==> src/rtl/dwin_pkg.sv <==
package dwin_pkg;
  localparam int COORD_W = 9;
  localparam int FIELD_W = COORD_W - 1;
  localparam int REG_W   = 2 * FIELD_W;

  typedef enum logic {CORNER_START = 1'b0, CORNER_STOP = 1'b1} corner_kind_e;

  typedef struct packed {
    logic [COORD_W-1:0] v;
    logic [COORD_W-1:0] h;
  } corner_t;
endpackage

==> src/rtl/dwin_corner.sv <==
module dwin_corner
  import dwin_pkg::*;
#(
  parameter corner_kind_e        KIND    = CORNER_START,
  parameter logic [REG_W-1:0]    RST_VAL = '1
) (
  input  logic             clk,
  input  logic             rst_n,
  input  logic             wr_en,
  input  logic [REG_W-1:0] wr_data,
  output corner_t          pos
);
  logic [REG_W-1:0]   raw_q;
  logic [REG_W-1:0]   raw_d;
  logic [FIELD_W-1:0] f_v;
  logic [FIELD_W-1:0] f_h;

  // next state: load on strobe, otherwise hold
  always_comb begin
    raw_d = raw_q;
    if (wr_en) raw_d = wr_data;
  end

  always_ff @(posedge clk or negedge rst_n) begin
    if (!rst_n) raw_q <= RST_VAL;
    else        raw_q <= raw_d;
  end

  assign f_v = raw_q[REG_W-1:FIELD_W];
  assign f_h = raw_q[FIELD_W-1:0];

  // rebuild the ninth bit from the fixed per-corner rules
  generate
    if (KIND == CORNER_START) begin : g_start
      assign pos.v = {1'b0, f_v};
      assign pos.h = {1'b0, f_h};
    end else begin : g_stop
      assign pos.v = {~f_v[FIELD_W-1], f_v};
      assign pos.h = {1'b1, f_h};
    end
  endgenerate
endmodule

==> src/rtl/dwin_axis_cmp.sv <==
module dwin_axis_cmp #(
  parameter int W = 9
) (
  input  logic         clk,
  input  logic         rst_n,
  input  logic [W-1:0] pos,
  input  logic [W-1:0] lo,
  input  logic [W-1:0] hi,
  output logic         hit_d,
  output logic         hit_q
);
  logic ge_lo;
  logic lt_hi;

  always_comb begin
    ge_lo = (pos >= lo);
    lt_hi = (pos < hi);
    hit_d = ge_lo & lt_hi;
  end

  always_ff @(posedge clk or negedge rst_n) begin
    if (!rst_n) hit_q <= 1'b0;
    else        hit_q <= hit_d;
  end
endmodule

==> src/rtl/dwin_cmp_top.sv <==
module dwin_cmp_top
  import dwin_pkg::*;
(
  input  logic               clk,
  input  logic               rst_n,
  input  logic               wr_start,
  input  logic               wr_stop,
  input  logic [15:0]        wr_data,
  input  logic [8:0]         beam_h,
  input  logic [8:0]         beam_v,
  output logic               in_hrange,
  output logic               in_vrange,
  output logic               win_active
);
  corner_t start_pos;
  corner_t stop_pos;
  logic    h_hit_d;
  logic    v_hit_d;
  logic    win_d;
  logic    win_q;

  dwin_corner #(.KIND(CORNER_START), .RST_VAL(16'hFFFF)) u_start (
    .clk(clk), .rst_n(rst_n), .wr_en(wr_start), .wr_data(wr_data), .pos(start_pos)
  );

  dwin_corner #(.KIND(CORNER_STOP), .RST_VAL(16'h8000)) u_stop (
    .clk(clk), .rst_n(rst_n), .wr_en(wr_stop), .wr_data(wr_data), .pos(stop_pos)
  );

  dwin_axis_cmp #(.W(COORD_W)) u_hcmp (
    .clk(clk), .rst_n(rst_n), .pos(beam_h), .lo(start_pos.h), .hi(stop_pos.h),
    .hit_d(h_hit_d), .hit_q(in_hrange)
  );

  dwin_axis_cmp #(.W(COORD_W)) u_vcmp (
    .clk(clk), .rst_n(rst_n), .pos(beam_v), .lo(start_pos.v), .hi(stop_pos.v),
    .hit_d(v_hit_d), .hit_q(in_vrange)
  );

  always_comb win_d = h_hit_d & v_hit_d;

  always_ff @(posedge clk or negedge rst_n) begin
    if (!rst_n) win_q <= 1'b0;
    else        win_q <= win_d;
  end

  assign win_active = win_q;
endmodule

==> config.mk <==
export PLATFORM = sky130hd
export DESIGN_NAME = dwin_cmp_top
export DESIGN_NICKNAME = d
export VERILOG_FILES = /design/src/rtl/dwin_pkg.sv /design/src/rtl/dwin_corner.sv /design/src/rtl/dwin_axis_cmp.sv /design/src/rtl/dwin_cmp_top.sv
export SDC_FILE = /design/constraint.sdc
export NUM_CORES = 1
export LEC_CHECK = 0
export ABC_AREA = 1
export CAP_MARGIN = 40
export CORE_UTILIZATION = 56
export DETAILED_ROUTE_END_ITERATION = 8
export PLACE_DENSITY = 0.95
export RECOVER_POWER = 25
export SLEW_MARGIN = 20
export SYNTH_ARGS = -nofsm -noshare
export SYNTH_HDL_FRONTEND = slang
export SYNTH_SLANG_ARGS = --single-unit
==> constraint.sdc <==
create_clock -name clk -period 4.4 [get_ports clk]
set_input_delay 0.66 -clock clk [delete_from_list [all_inputs] [get_ports clk]]
set_output_delay 0.66 -clock clk [all_outputs]
set_load 0.1 [all_outputs]
==> impl_metrics.yaml <==
sta:
  hold_ws_ns: 0.498
  rsz0062_at_grt: "no"
  fmaxAchievable_mhz: 422
  final_hold_viol_count: 0
  worst_pin_slew_ns: 1.74
  final_setup_tns_ns: 0
  period_share: 0.539
  maxSlewHeadroom: -0.159
  final_setup_vio_count: 0
  timing_max_transition_violations_final: 36
  post-route-min-period_ns: 2.37
  final.setup.worst_slack_ns: 2.03
  finClkSkew_ns: 0.00367
cts:
  clock_slew_at_the_register_clock_pins_of_the_worst_setup_and_hold_paths_ns: 0.06
  cts.sink_count: 35
  h-tree-depth: 2
  cts.repair_timing.setup_buffer_count: 0
  post_cts_hold_buffer_count: 0
  worst_skew_pair.late_latency_ns: 0.28
  cts_made_buffers: 5
  tritoncts: "yes"
  clockRootBuffer: "clkbuf_8"
  clock_tree.buffer_depth: 2
  cts.repair.resized: 0
worst_setup_path:
  cp_cell_sequence: "dlygate4sd3_1 > clkbuf_1"
  crit_fanout: 35
  biggest_cell_delay_along_the_critical_path_ns: 1.24
  crit_type: "in2async"
  critical_path_required_ns: 4.47
  cp-end-kind: "async pin"
  reg2regPathDepth: 9
  worst-path-buf-inv: 2
  timing.critical_path.slowest_stage_cell: "clkbuf_1"
  start_kind: "input pin"
  crit_cells: 2
  timing.critical_path.max_delay_family: "buffers and inverters"
  arrival_ns: 2.44
hold_path:
  timing.hold.worst_path_depth: 2
  min-delay-path-class: "reg2reg"
floorplan:
  ios: 41
  placeableCoreArea_um2: 3690
  die_y_um: 64.5
  std_cell_rows: 22
  initial_utilization: 0.593
  dieArea_um2: 4160
  chipWidth_um: 64.5
global_route:
  antenna_found_initial: 0
  global_route.usage.total: 0.236
  grt_pass1_vias: 1889
  busiest_layer: "met2"
  grt_start_max_net_pins: 36
  first_pass_grt_wire_length_um: 7530
  gr-total-overflow: 0
  groute.layer.met2.usage: 0.424
  grt.met3_usage: 0.0475
  gr_met1_demand_resource: 0.281
logic_synthesis:
  postSynthAreaPerCell_um2: 7.98
  ys_warn_count: 0
  synth_seq_area_share: 0.410
  syn-instance-count: 274
  synth_area_um2: 2190
  postSynthRegisterBits: 35
  ys_types: 20
  mappedNetlistNets: 343
layout:
  final_layout_size_suffix_gt1_frac: 0.127
  post-route-cell-area_um2: 2780
  design.final.nets: 390
  num_antenna_cells: 0
  layout-area-overhead-vs-synth_pct: 27.0
power:
  static-leakage-power_uw: 0.00140
  totalPowerFinal_uw: 856
  power.density_cell_area_nw_per_um2: 308
  vdd_ir_drop_max_mv: 0.237
route:
  postRouteAntennaNets: 0
  drtIter0Drc: 64
  drtPass1Iterations: 4
  detailroute.via_count: 1824
  remaining_drc_errors: 0
  route.detailed.wl_per_inst_um: 11.7
  drt_wl_total_um: 4340
  vias_per_cell: 4.93
placed_design:
  gp_congestion: 0.839
  detailed_place_hpwl_um: 3310
  portBuffers: 40
  place_area_um2: 2670
  detailedPlace.worstSlack_ns: 2.14
outcome:
  outcome: "complete, but fails checks"
  violations: "capacitance limit, slew limit"
run:
  drv.max_cap_violation_count: 1
==> stage by stage <==
stage                util  cells
finish              0.753    370
global route        0.753    370
CTS                 0.747    368
detailed placement  0.725    360
global placement    0.713    357
floorplan               -    274
==> Yosys cell counts, drive strengths merged <==
cell    count  area (um2)
a21o        1        7.51
a21oi       8        47.6
buf         2        10.0
clkbuf      4        15.0
dfrtp      18         450
dfstp      17         447
ha         31         388
inv        51         191
mux2        4        45.0
nand2      83         319
nand3       4        20.0
nand4       1        6.26
nor2       21        93.8
nor3        1        5.00
o21ai      28         140
==> placed cells by master, fill, tap and decap left out, drive strengths merged <==
cell | synthesis | layout
inv | 51 | 51
ha | 31 | 31
a21oi | 8 | 8
mux2 | 4 | 4
buf | 2 | 5
dlygate4sd3 | 0 | 1
nand4 | 1 | 1
clkdlybuf4s50 | 0 | 39
nor2 | 21 | 21
nor3 | 1 | 1
clkbuf | 4 | 9
nand3 | 4 | 4
a21o | 1 | 1
dfstp | 17 | 17
dfrtp | 18 | 18
o21ai | 28 | 28
nand2 | 83 | 83
==> where the power goes <==
| part | internal [uW] | switching (uW) |
|---|---|---|
| logic | 111 | 153 |
| clock network | 112 | 104 |
| registers | 364 | 10.4 |
==> logic make-up after synthesis <==
logic type / count (synthesis) / share of synthesized area
buffers and inverters: 57 / 0.0990
AO/OA/AOI/OAI: 37 / 0.0893
AND/OR/NAND/NOR: 110 / 0.203
multiplexers: 4 / 0.0206
adder cells (fa/ha/maj): 31 / 0.177
flip-flops: 35 / 0.410
==> sequential cells by signal, summed over array words and instances, names as in the netlist <==
signal	flops
u_hcmp.hit_q	1
u_start.raw_q	16
u_stop.raw_q	16
u_vcmp.hit_q	1
win_active	1
==> routing by layer <==
metal	vias up	wire length, um
met5	-	0
met4	0	78
met3	8	154
met2	39	2150
met1	836	1960
li1	941	-
==> worst reg2reg max path, stage by stage (launching register included) <==
cell and delay (ns):
dfstp_2 0.54, inv_1 0.05, ha_1 0.27, nand2_1 0.06
nor2_1 0.14, nand2_1 0.08, a21oi_2 0.15, nor2_4 0.05
nand2_2 0.08, nor2_2 0.05
==> layout make-up <==
cell class | instances | area [um2]
multi-input cells | 182 | 1070
repair buffers | 46 | 475
inverters | 51 | 191
clock buffers | 8 | 80.1
fillers | 257 | 912
well taps | 48 | 60.1
flip-flops and latches | 35 | 897
==> final timing paths <==
kind / end / from / slack, ns
max: u_stop.raw_q[13] / rst_n / 2.03
min: u_start.raw_q[1] / u_start.raw_q[1] / 0.50
max reg2reg: win_active / u_stop.raw_q[15] / 2.81
min reg2reg: u_start.raw_q[1] / u_start.raw_q[1] / 0.50
max in group clk: in_hrange / u_hcmp.hit_q / 2.41
min in group asynchronous: u_hcmp.hit_q / rst_n / 1.37
No activity file was read; power rests on OpenSTA's default activity.
